--- src/rtl/pwrok_pkg.sv ---
package pwrok_pkg;

  localparam int unsigned PCT_FULL = 100;

  typedef enum logic {
    PIN_OPEN_DRAIN = 1'b0,
    PIN_PUSH_PULL  = 1'b1
  } pin_mode_e;

  typedef struct packed {
    logic dat;
    logic oe;
  } pin_drive_t;

endpackage

--- src/rtl/pwrok_level.sv ---
module pwrok_level
  import pwrok_pkg::*;
#(
  parameter int unsigned VW = 12,
  parameter int unsigned PW = 7
) (
  input  logic          clk,
  input  logic          rst,
  input  logic          smp_vld_i,
  input  logic [VW-1:0] smp_val_i,
  input  logic [VW-1:0] nom_i,
  input  logic [PW-1:0] rise_pct_i,
  input  logic [PW-1:0] fall_pct_i,
  output logic          level_ok_o
);

  localparam int unsigned XW = VW + PW;

  logic [XW-1:0] hi_lvl;
  logic [XW-1:0] lo_lvl;
  logic [XW-1:0] smp_x;
  logic          above_hi;
  logic          below_lo;

  always_comb begin
    hi_lvl   = (XW'(nom_i) * XW'(rise_pct_i)) / XW'(PCT_FULL);
    lo_lvl   = (XW'(nom_i) * XW'(fall_pct_i)) / XW'(PCT_FULL);
    smp_x    = XW'(smp_val_i);
    above_hi = smp_x > hi_lvl;
    below_lo = smp_x < lo_lvl;
  end

  always_ff @(posedge clk) begin
    if (rst) begin
      level_ok_o <= 1'b0;
    end else if (smp_vld_i) begin
      if (below_lo) begin
        level_ok_o <= 1'b0;
      end else if (above_hi) begin
        level_ok_o <= 1'b1;
      end
    end
  end

  // a valid sample below the lower level clears the level
  p_low_clears_r3: assert property (@(posedge clk) disable iff (rst)
    (smp_vld_i && below_lo) |=> !level_ok_o);

  // a valid sample above the upper level (ordered config) sets it
  p_high_sets_r2: assert property (@(posedge clk) disable iff (rst)
    (smp_vld_i && above_hi && (hi_lvl >= lo_lvl)) |=> level_ok_o);

  // the level does not move without a valid sample
  p_hold_no_vld_r2: assert property (@(posedge clk) disable iff (rst)
    !smp_vld_i |=> $stable(level_ok_o));

endmodule

--- src/rtl/pwrok_qual.sv ---
module pwrok_qual #(
  parameter int unsigned DW = 16
) (
  input  logic          clk,
  input  logic          rst,
  input  logic          cond_i,
  input  logic [DW-1:0] dly_ticks_i,
  input  logic          tick_i,
  input  logic          tune_en_i,
  input  logic          tune_done_i,
  output logic          good_nxt_o,
  output logic          good_o
);

  logic [DW-1:0] cnt_q;
  logic [DW-1:0] cnt_nxt;
  logic          cnt_full;

  always_comb begin
    cnt_full   = cnt_q >= dly_ticks_i;
    good_nxt_o = good_o;
    cnt_nxt    = cnt_q;
    if (!cond_i) begin
      good_nxt_o = 1'b0;
      cnt_nxt    = '0;
    end else if (!good_o) begin
      if (tune_en_i) begin
        if (tune_done_i) begin
          good_nxt_o = 1'b1;
        end
      end else if (cnt_full) begin
        good_nxt_o = 1'b1;
      end else if (tick_i) begin
        cnt_nxt = cnt_q + 1'b1;
      end
    end
  end

  always_ff @(posedge clk) begin
    if (rst) begin
      good_o <= 1'b0;
      cnt_q  <= '0;
    end else begin
      good_o <= good_nxt_o;
      cnt_q  <= cnt_nxt;
    end
  end

  // the flag only rises when every condition held at that edge
  p_rise_needs_cond_r4: assert property (@(posedge clk) disable iff (rst)
    $rose(good_o) |-> $past(cond_i));

  // in tuning mode the flag only rises on the completion pulse
  p_tune_bypass_r7: assert property (@(posedge clk) disable iff (rst)
    ($rose(good_o) && $past(tune_en_i)) |-> $past(tune_done_i));

  // a lost condition clears the delay count
  p_cnt_clear_r5: assert property (@(posedge clk) disable iff (rst)
    !cond_i |=> (cnt_q == '0) && !good_o);

endmodule

--- src/rtl/pwrok_pin.sv ---
module pwrok_pin
  import pwrok_pkg::*;
(
  input  logic clk,
  input  logic rst,
  input  logic good_nxt_i,
  input  logic pin_mode_i,
  output logic pin_dat_o,
  output logic pin_oe_o
);

  pin_drive_t drv_nxt;

  always_comb begin
    if (pin_mode_e'(pin_mode_i) == PIN_PUSH_PULL) begin
      drv_nxt.dat = good_nxt_i;
      drv_nxt.oe  = 1'b1;
    end else begin
      drv_nxt.dat = 1'b0;
      drv_nxt.oe  = !good_nxt_i;
    end
  end

  always_ff @(posedge clk) begin
    if (rst) begin
      pin_dat_o <= 1'b0;
      pin_oe_o  <= 1'b1;
    end else begin
      pin_dat_o <= drv_nxt.dat;
      pin_oe_o  <= drv_nxt.oe;
    end
  end

  // open-drain encoding never drives the pin high
  p_od_no_high_r8: assert property (@(posedge clk) disable iff (rst)
    !pin_mode_i |=> !pin_dat_o);

endmodule

--- src/rtl/pwrok_supervisor.sv ---
module pwrok_supervisor #(
  parameter int unsigned VW = 12,
  parameter int unsigned PW = 7,
  parameter int unsigned DW = 16
) (
  input  logic          clk,
  input  logic          rst,
  input  logic          smp_vld_i,
  input  logic [VW-1:0] smp_val_i,
  input  logic [VW-1:0] nom_i,
  input  logic [PW-1:0] rise_pct_i,
  input  logic [PW-1:0] fall_pct_i,
  input  logic          fault_i,
  input  logic [DW-1:0] dly_ticks_i,
  input  logic          tick_i,
  input  logic          tune_en_i,
  input  logic          tune_done_i,
  input  logic          pin_mode_i,
  output logic          pwr_ok_o,
  output logic          pin_dat_o,
  output logic          pin_oe_o
);

  logic level_ok;
  logic cond_all;
  logic good_nxt;

  pwrok_level #(.VW(VW), .PW(PW)) u_level (
    .clk        (clk),
    .rst        (rst),
    .smp_vld_i  (smp_vld_i),
    .smp_val_i  (smp_val_i),
    .nom_i      (nom_i),
    .rise_pct_i (rise_pct_i),
    .fall_pct_i (fall_pct_i),
    .level_ok_o (level_ok)
  );

  assign cond_all = level_ok && !fault_i;

  pwrok_qual #(.DW(DW)) u_qual (
    .clk         (clk),
    .rst         (rst),
    .cond_i      (cond_all),
    .dly_ticks_i (dly_ticks_i),
    .tick_i      (tick_i),
    .tune_en_i   (tune_en_i),
    .tune_done_i (tune_done_i),
    .good_nxt_o  (good_nxt),
    .good_o      (pwr_ok_o)
  );

  pwrok_pin u_pin (
    .clk        (clk),
    .rst        (rst),
    .good_nxt_i (good_nxt),
    .pin_mode_i (pin_mode_i),
    .pin_dat_o  (pin_dat_o),
    .pin_oe_o   (pin_oe_o)
  );

  // a fault drops the flag on the next edge
  p_fault_drop_r6: assert property (@(posedge clk) disable iff (rst)
    fault_i |=> !pwr_ok_o);

  // open-drain pin tracks the status bit on the same edge
  p_od_encode_r8: assert property (@(posedge clk) disable iff (rst)
    !pin_mode_i |=> (pin_oe_o == !pwr_ok_o) && !pin_dat_o);

  // push-pull pin copies the status bit on the same edge
  p_pp_encode_r9: assert property (@(posedge clk) disable iff (rst)
    pin_mode_i |=> pin_oe_o && (pin_dat_o == pwr_ok_o));

endmodule

--- config.mk ---
export PLATFORM = sky130hd
export DESIGN_NAME = pwrok_supervisor
export DESIGN_NICKNAME = d
export VERILOG_FILES = /design/src/rtl/pwrok_pkg.sv /design/src/rtl/pwrok_level.sv /design/src/rtl/pwrok_qual.sv /design/src/rtl/pwrok_pin.sv /design/src/rtl/pwrok_supervisor.sv
export SDC_FILE = /design/constraint.sdc
export NUM_CORES = 1
export LEC_CHECK = 0
export BUFFER_PORTS_ARGS = -buffer_cell sky130_fd_sc_hd__buf_2
export CORE_ASPECT_RATIO = 0.8
export CORE_UTILIZATION = 45
export CTS_BUF_LIST = sky130_fd_sc_hd__clkbuf_8
export CTS_CLUSTER_DIAMETER = 50
export CTS_CLUSTER_SIZE = 10
export DETAILED_ROUTE_END_ITERATION = 7
export GPL_TIMING_DRIVEN = 0
export RECOVER_POWER = 100
export SYNTH_ARGS = -nofsm -noshare
export SYNTH_HDL_FRONTEND = slang
export SYNTH_SLANG_ARGS = --single-unit
--- constraint.sdc ---
create_clock -name clk -period 15.9 [get_ports clk]
set_input_delay 0.795 -clock clk [delete_from_list [all_inputs] [get_ports clk]]
set_output_delay 0.795 -clock clk [all_outputs]
set_load 0.03 [all_outputs]
# After elaboration in Yosys (flattened, before gate mapping)
# Cells that the tools add are included.
[word_totals]
ff_bits = 20
in_bits = 62
output_inout_bits = 3
elab_cells = 34
[classes]
add_sub_neg = 1
n_mul = 2
div_mod_pow = 2
magnitude_cmp = 3
mux = 7
bitwise_logic = 5
n_reduce_logical = 9
[op_table]
columns = ["operator", "n"]
rows = [
  ["19-bit by 7-bit divider with 19-bit output, second input constant", 2],
  ["12-bit by 7-bit multiplier with 19-bit output", 2],
  ["12-bit by 19-bit greater-than comparator with 1-bit output", 1],
  ["12-bit by 19-bit less-than comparator with 1-bit output", 1],
  ["16-bit by 1-bit adder with 16-bit output, second input constant", 1],
  ["16-bit greater-or-equal comparator", 1],
  ["1-bit two-way mux", 7],
  ["2-bit OR reduction", 3],
  ["1-bit inverter", 5],
  ["4-bit AND reduction", 1],
  ["1-bit logical NOT", 2],
  ["2-bit AND reduction", 1],
  ["2-bit nonzero test", 1],
  ["1-bit logical AND", 1],
]

# Longest topological paths before layout
# Gate-level depths: netlist (run 1).
[depth]
word_depth = 6
depth_mapped = 62
depth_no_buf = 56

# Cells and area by module
# A second synthesis (run 1) with hierarchy kept.
[hier_totals]
hier_cells = 1680
area_unflattened_um2 = 12827.3
[by_module_without_submodules]
columns = ["mod", "instances", "cells_per_inst", "area_each_um2"]
rows = [
  ["pwrok_level", 1, 1521, 11427.2],
  ["pwrok_qual", 1, 154, 1327.5],
  ["pwrok_pin", 1, 4, 58.8],
  ["pwrok_supervisor", 1, 1, 13.8],
]

# Worst setup path after synthesis (run 1)
# Ideal clock, no wire load.
[synth_timing]
path_kind = "input port to flip-flop"
from = "in rise_pct_i[6]"
to = "reg u_level.level_ok_o"
arrival_ns = 12.532
required_time_ns = 15.821
slack_ns = 3.288
stages = 59
path_buffers = 4
cell_sequence = "clkbuf_1 > and2_1 > fa_1 > inv_1 > fa_1 > inv_1 > fa_1 > inv_1 > fa_1 > inv_1 > ha_1 > buf_2 > nand2_1 > o21ai_1 > a2111o_1 > or3_1 > buf_2 > buf_2 > [... 23 more ...] > o221ai_1 > a22oi_1 > nor3_1 > ha_1 > nor2b_1 > o21ai_0 > nand2b_1 > a21oi_1 > nor2b_1 > o21ai_0 > nand2b_1 > a21oi_1 > o21ai_0 > a21oi_1 > nor2_1 > a21oi_1 > or3_1 > a211oi_2"
[synth_via]
elab_chain_cells = 5
[synth_rtl]
columns = ["element", "line_no", "rtl"]
rows = [
  ["start, declared", "pwrok_supervisor.sv:11", "input logic [PW-1:0] rise_pct_i,"],
  ["12-bit by 7-bit multiplier with 19-bit output", "pwrok_level.sv:26", "hi_lvl = (XW'(nom_i) * XW'(rise_pct_i)) / XW'(PCT_FULL);"],
  ["19-bit by 7-bit divider with 19-bit output", "pwrok_level.sv:26", ""],
  ["12-bit by 19-bit greater-than comparator with 1-bit output", "pwrok_level.sv:29", "above_hi = smp_x > hi_lvl;"],
  ["2-bit nonzero test (no source line)", "-", ""],
  ["2-bit AND reduction (no source line)", "-", ""],
  ["end signal, assigned", "pwrok_level.sv:35", "level_ok_o <= 1'b0;"],
  ["end signal, assigned", "pwrok_level.sv:38", "level_ok_o <= 1'b0;"],
  ["end signal, assigned", "pwrok_level.sv:40", "level_ok_o <= 1'b1;"],
  ["end, declared", "pwrok_level.sv:14", "output logic level_ok_o"],
]
# No other way between the ends.
# A chain may end at the register's enable or synchronous reset.

# Final worst setup path (run 1)
[layout_timing]
from = "in nom_i[5]"
to = "reg u_level.level_ok_o"
[layout_via]
elab_chain_cells = 5
word_cells_on_any_way = 9
[layout_rtl]
columns = ["element", "line_no", "rtl"]
rows = [
  ["start, declared", "pwrok_supervisor.sv:10", "input logic [VW-1:0] nom_i,"],
  ["12-bit by 7-bit multiplier with 19-bit output, on equally long branches", "pwrok_level.sv:27, pwrok_level.sv:26", ""],
  ["19-bit by 7-bit divider with 19-bit output, on equally long branches", "pwrok_level.sv:27, pwrok_level.sv:26", ""],
  ["12-bit by 19-bit less-than comparator with 1-bit output / 12-bit by 19-bit greater-than comparator with 1-bit output (equally long branches)", "pwrok_level.sv:30, pwrok_level.sv:29", ""],
  ["2-bit nonzero test (no source line)", "-", ""],
  ["2-bit AND reduction (no source line)", "-", ""],
]
# Parallel ways exist; a longest one is shown, timed or not.

==> metrics.md, run 1 <==
| Metric | Value |
|---|---|
| Status | `complete, no violations` |
| Final Hold Viols | `0` |
| Synthesized instance count | `1705` |
| Routed Antenna Nets | `0` |
| Data arrival, critical path | `14.96 ns` |
| Multi-input logic area | `11800 um2` |
| Post-route clock skew | `0.00510 ns` |
| Number of vias per cell | `6.20` |
| Min Tclk post-route | `14.79 ns` |
| Number of synthesized flops with an enable pin | `0` |
| R2R setup slack | `11.16 ns` |
| WP depth | `57` |
| Setup Viol. Count Final | `0` |
| CTS tree | `yes` |
| Most used flip-flop cell after synthesis | `dfxtp_1` |
| Synth Area in XOR/XNOR | `4.75%` |
| Max-slew violations | `0` |
| Dpl cells | `2139` |
| Synth Area in Compound Gates | `33.6%` |
| DRC viols | `0` |
| GR Overflow Total | `0` |
| Top cell type's share of synthesized area | `15.1%` |
| Clock transition at the registers of the reported paths | `0.07 ns` |
| H-tree Lvls | `1` |
| Share of cells above drive strength 1 | `11.7%` |
| Highest-count cells in the layout ignoring fill and taps | `169 x nand2_1, 130 x inv_1, 117 x and2_1` |
| Sequential-to-total area share from yosys stat | `3.07%` |
| Area grow syn2layout | `6.63%` |
| Routed vias | `13.3k` |
| Worst Reg-to-Reg Cells | `29` |
| # Post-CTS Setup Buffers | `0` |
| Drt pass-1 iters | `6` |
| Post-synthesis cell type count | `125` |
| WS Path Type | `in -> reg` |
| Global-route wire length before repair | `60400 um` |
| Final TNS setup | `0 ns` |
| CTS buffer count | `3` |
| MaxCap Viol Count | `0` |
| RSZ-0062 raised after global routing | `no` |
| Most common cell after layout, fill and taps aside | `nand2_1` |
| Simple-gate share of the synthesized area | `24.5%` |
| Rows | `55` |
| Fraction of registers with async set/reset | `0%` |
| Wire per inst | `17.1 um` |
| Clock Latency Late Sink | `0.26 ns` |
| Vias in the first global route | `11.8k` |
| Root Buffer | `clkbuf_8` |
| Slowest cell on crit path | `mux2i_1` |
| Filler cells | `2866` |
| Fmax | `67.6 MHz` |
| Initial Util | `46.0%` |
| Post-detail-place hpwl | `30600 um` |
| Warnings, synthesis | `0` |
| Max Root-Sink Buffers | `2` |
| Post-cts resize count | `0` |
| Most frequent CP cell | `a21oi_1` |
| CP top delay family | `compound AO/OA/AOI/OAI gates` |
| Reg2reg start | `u_qual.cnt_q[0]$_SDFFE_PP0P_` |
| Min-delay worst type | `reg -> reg` |
| Clock sink total | `20` |
| Port Buffer Count | `64` |
| WP data required | `16.07 ns` |
| Mapped Area | `13000 um2` |
| CTS Hold Buffers Added | `0` |
| Fin cells | `2146` |
| Post-Synth Adder-Cell Area | `26.2%` |
| Register area | `400 um2` |
| Syn_nets | `1979` |
| Setup Slack @ Placement | `1.08 ns` |
| Gpl congestion | `0.935` |
| Core Box Area | `28400 um2` |
| Startpoint types | `input pin` |
| Final setup margin | `1.11 ns` |
| Post-synthesis mux area share | `1.73%` |
| # nets final | `2048` |
| Drt total wl | `36800 um` |
| Die footprint | `29600 um2` |
| Slew @ Worst Pin | `0.928 ns` |
| Largest net degree at the start of global routing | `13` |
| Post-synth top area cell | `fa_1` |
| I/O pins | `65` |
| Max transition margin | `37.7%` |
| Kind of end point of the critical path | `flop` |
| Initial antenna violation count | `2` |
| Reg2reg end | `u_qual.cnt_q[12]$_SDFFE_PP0P_` |
| Max incr delay on CP | `0.66 ns` |
| Critical path fanouts, max | `10` |
| Fin crit share | `93.0%` |
| End of the critical path | `u_level.level_ok_o$_SDFFE_PP0P_` |
| Die X | `192 um` |
| CP Launch Point | `nom_i[5]` |
| Synth top area cells | `fa_1 15%, ha_1 11%, and2_1 5.6%, nand2_1 4.9%, a21oi_1 4.1%` |
| GRT Resource Usage Total | `24.5%` |
| Buf/Inv on CP | `7` |
| FF+latch count, synth | `20` |
| Iteration-0 DRC Markers | `1161` |
| Combinational family with the most area after synthesis | `compound AO/OA/AOI/OAI gates` |
| Syn Area/Cell | `7.64 um2` |
| Die Ht | `154 um` |
-- cell families after synthesis --
group,count (synthesis)
multiplexers,21
adder cells (fa/ha/maj),214
buffers and inverters,197
XOR/XNOR,66
flip-flops,20
AO/OA/AOI/OAI,571
AND/OR/NAND/NOR,616
-- worst min path at each step --
stage	end	cells after the start	start	slack, ns
4_1_cts	u_qual.cnt_q[8]$_SDFFE_PP0P_	2	u_qual.cnt_q[8]$_SDFFE_PP0P_	0.52
6_report	u_qual.cnt_q[8]$_SDFFE_PP0P_	2	u_qual.cnt_q[8]$_SDFFE_PP0P_	0.52
5_1_grt	u_qual.cnt_q[12]$_SDFFE_PP0P_	2	u_qual.cnt_q[12]$_SDFFE_PP0P_	0.56
3_5_place_dp	u_qual.cnt_q[8]$_SDFFE_PP0P_	2	u_qual.cnt_q[8]$_SDFFE_PP0P_	0.51
3_3_place_gp	u_qual.cnt_q[8]$_SDFFE_PP0P_	2	u_qual.cnt_q[8]$_SDFFE_PP0P_	0.49
2_1_floorplan	u_qual.cnt_q[12]$_SDFFE_PP0P_	2	u_qual.cnt_q[12]$_SDFFE_PP0P_	0.47
-- final cells by class --
| class | count | area share (%) |
|---|---|---|
| Antenna cell | 3 | 0.0540 |
| Buffer | 66 | 2.27 |
| Clock buffer | 3 | 0.297 |
| Clock inverter | 1 | 0.216 |
| Inverter | 131 | 3.56 |
| Multi-Input combinational cell | 1488 | 85.1 |
| Sequential cell | 20 | 2.88 |
| Tap cell | 370 | 3.33 |
| Timing Repair Buffer | 64 | 2.28 |
-- metal layers --
| layer | vias to the layer above | GRT usage [%] | wire length (um) |
|---|---|---|---|
| met5 | - | 0 | 0 |
| met4 | 0 | 2.32 | 162 |
| met3 | 15 | 1.59 | 2750 |
| met2 | 507 | 33.9 | 14600 |
| met1 | 6339 | 41.5 | 19300 |
| li1 | 6437 | - | - |
-- sequential cells by signal (all words and copies together) (netlist names) --
signal	cells
u_pin.pin_dat_o	1
u_level.level_ok_o	1
u_qual.cnt_q	16
u_qual.good_o	1
u_pin.pin_oe_o	1
-- Yosys cell counts, types with 11 or more instances --
master,number
nor2_1,112
fa_1,98
nor3_1,23
ha_1,114
mux2i_1,16
nand2_1,169
o21ai_1,33
a31oi_1,19
a21oi_1,107
a211o_1,11
and2_1,117
a211oi_1,16
o211ai_1,28
inv_1,130
or3_1,22
buf_2,24
o21a_1,18
nand2b_1,19
xnor2_1,37
o21ai_0,73
clkbuf_1,33
nor2b_1,11
dfxtp_1,20
nand4_1,19
a21o_1,34
nand3_1,49
xor2_1,25
o31ai_1,13
-- worst min-delay path: cells and delay by family (launching register included) --
| kind | cells | cell delay (ns) |
|---|---|---|
| flip-flops | 1 | 0.33 |
| AO/OA/AOI/OAI | 2 | 0.14 |
-- through the flow --
| step | util, % | hold WS [ns] | instance area, um2 |
|---|---|---|---|
| floorplan | - | 0.475 | 13000 |
| global placement | 48.7 | 0.492 | 13800 |
| detailed placement | 48.7 | 0.510 | 13800 |
| CTS | 49.0 | 0.521 | 13900 |
| global route | 49.0 | 0.559 | 13900 |
| finish | 49.0 | 0.518 | 13900 |
Power of run 1 is not shown: default switching activity piles up to over one toggle a cycle in this logic, so the estimate is an artifact.
==> inputs of run 2 (changes only) <==
Settings changed: CELL_PAD_IN_SITES_DETAIL_PLACEMENT from default to 1, CELL_PAD_IN_SITES_GLOBAL_PLACEMENT from default to 1, PLACE_DENSITY_LB_ADDON from default to 0.1.
==> metrics.md, run 2 (same netlist as run 1, synthesis figures left out) <==
| Metric | Value |
|---|---|
| WL met3 | `2450 um (was 2750 um)` |
| Final core occ | `49.1% (was 49.0%)` |
| Die footprint | `29600 um2 (unchanged)` |
| Largest net degree at the start of global routing | `12 (was 13)` |
| # nets final | `2053 (was 2048)` |
| Startpoint types | `input pin (unchanged)` |
| Die X | `192 um (unchanged)` |
| Drt pass-1 iters | `7 (was 6)` |
| Port Buffer Count | `64 (unchanged)` |
| Setup Viol. Count Final | `0 (unchanged)` |
| Max-slew violations | `0 (unchanged)` |
| Filler cells | `3627 (was 2866)` |
| RSZ-0062 raised after global routing | `no (unchanged)` |
| GR Overflow Total | `0 (unchanged)` |
| Max incr delay on CP | `0.67 ns (was 0.66 ns)` |
| Number of vias per cell | `6.35 (was 6.20)` |
| Max Root-Sink Buffers | `2 (unchanged)` |
| Critical path fanouts, max | `10 (unchanged)` |
| Max Used Layer | `met4 (unchanged)` |
| Clock Latency Late Sink | `0.26 ns (about the same)` |
| Clock transition at the registers of the reported paths | `0.07 ns (about the same)` |
| Wire length on met2 | `18500 um (was 14600 um)` |
| Multi-input logic area | `11800 um2 (about the same)` |
| Most flop-heavy register | `u_qual.cnt_q (unchanged)` |
| WP data required | `16.08 ns (was 16.07 ns)` |
| H-tree Lvls | `1 (unchanged)` |
| Max transition margin | `30.5% (was 37.7%)` |
| Fin crit share | `94.6% (was 93.0%)` |
| Iteration-0 DRC Markers | `801 (was 1161)` |
| Min-delay worst type | `reg -> reg (unchanged)` |
| Max FFs per register | `16 (unchanged)` |
| Routed vias | `13.6k (was 13.3k)` |
| CTS buffer count | `3 (unchanged)` |
| Highest-count cells in the layout ignoring fill and taps | `169 x nand2_1, 130 x inv_1, 117 x and2_1 (unchanged)` |
| Initial Util | `46.0% (unchanged)` |
| Global-route wire length before repair | `69700 um (was 60400 um)` |
| CTS tree | `yes (unchanged)` |
| Final TNS setup | `0 ns (unchanged)` |
| Kind of end point of the critical path | `flop (unchanged)` |
| Slew @ Worst Pin | `1.04 ns (was 0.928 ns)` |
| Post-route clock skew | `0.00277 ns (was 0.00510 ns)` |
| Min Tclk post-route | `15.04 ns (was 14.79 ns)` |
| Share of cells above drive strength 1 | `12.1% (was 11.7%)` |
| Final Hold Viols | `0 (unchanged)` |
| WS Path Type | `in -> reg (unchanged)` |
| Fmax | `66.5 MHz (was 67.6 MHz)` |
| GRT Resource Usage Total | `28.6% (was 24.5%)` |
| Drt total wl | `42600 um (was 36800 um)` |
| Initial antenna violation count | `1 (was 2)` |
| Slowest cell on crit path | `a2111oi_4 (was mux2i_1)` |
| Wire per inst | `19.8 um (was 17.1 um)` |
| Routed Antenna Nets | `0 (unchanged)` |
| Die Ht | `154 um (unchanged)` |
| Wl on met1 | `21200 um (was 19300 um)` |
| Rows | `55 (unchanged)` |
| Clock sink total | `20 (unchanged)` |
| Gpl congestion | `0.926 (was 0.935)` |
| Root Buffer | `clkbuf_8 (unchanged)` |
| Post-detail-place hpwl | `35800 um (was 30600 um)` |
| MaxCap Viol Count | `0 (unchanged)` |
| Most common cell after layout, fill and taps aside | `nand2_1 (unchanged)` |
| DRC viols | `0 (unchanged)` |
| Status | `complete, no violations (unchanged)` |
| Core Box Area | `28400 um2 (unchanged)` |
| Data arrival, critical path | `15.22 ns (was 14.96 ns)` |
| CTS Hold Buffers Added | `0 (unchanged)` |
| Vias in the first global route | `13.5k (was 11.8k)` |
| I/O pins | `65 (unchanged)` |
| Area grow syn2layout | `6.91% (was 6.63%)` |
| Register area | `400 um2 (unchanged)` |
run 2: timing repair:
action,4_1_cts,5_1_grt
gates resized for setup,0,5
setup endpoints to repair,0,1
buffers inserted,0,5
run 2: path summary, 6_finish.rpt:
| kind | from | end | slack [ns] | depth (start not counted) |
|---|---|---|---|---|
| worst max register to register | u_qual.cnt_q[0]$_SDFFE_PP0P_ | u_qual.cnt_q[12]$_SDFFE_PP0P_ | 10.95 | 29 |
| worst min-delay path | u_qual.cnt_q[14]$_SDFFE_PP0P_ | u_qual.cnt_q[14]$_SDFFE_PP0P_ | 0.52 | 2 |
| worst max-delay path | nom_i[8] | u_level.level_ok_o$_SDFFE_PP0P_ | 0.86 | 57 |
| worst min register to register | u_qual.cnt_q[14]$_SDFFE_PP0P_ | u_qual.cnt_q[14]$_SDFFE_PP0P_ | 0.52 | 2 |
run 2: area by class of cell:
type / count / share of cell area [%]
well taps: 370 / 3.32
multi-input cells: 1488 / 85.0
flip-flops and latches: 20 / 2.87
plain buffers: 66 / 2.26
repair buffers: 69 / 2.54
diodes: 1 / 0.0180
clock buffers: 4 / 0.395
inverters: 131 / 3.55
run 2: metal layers:
metal / vias to the layer above / GRT usage [%]
met5: - / 0
met4: 0 / 3.75
met3: 33 / 3.15
met2: 402 / 44.1
met1: 6794 / 43.3
li1: 6411 / -
run 2: through the flow:
stage	setup WS, ns	hold WS [ns]	area (um2)	instances
after floorplan	3.29	0.475	13000	1705
after global placement	0.700	0.494	13800	2139
after detailed placement	0.440	0.511	13800	2139
after CTS	0.652	0.522	13900	2143
after global routing	0.0444	0.574	13900	2149
final	0.861	0.520	13900	2149
run 2: worst max-delay path, delay by kind of cell:
family | cells | cell delay (ns)
muxes | 1 | 0.35
and+or+nand+nor | 13 | 2.55
AOI/OAI and AO/OA | 28 | 7.21
adders and majority gates | 6 | 2.55
buffers and inverters | 7 | 1.15
xor gates and xnor gates | 2 | 0.59
Power of run 2 is left out for the same reason.
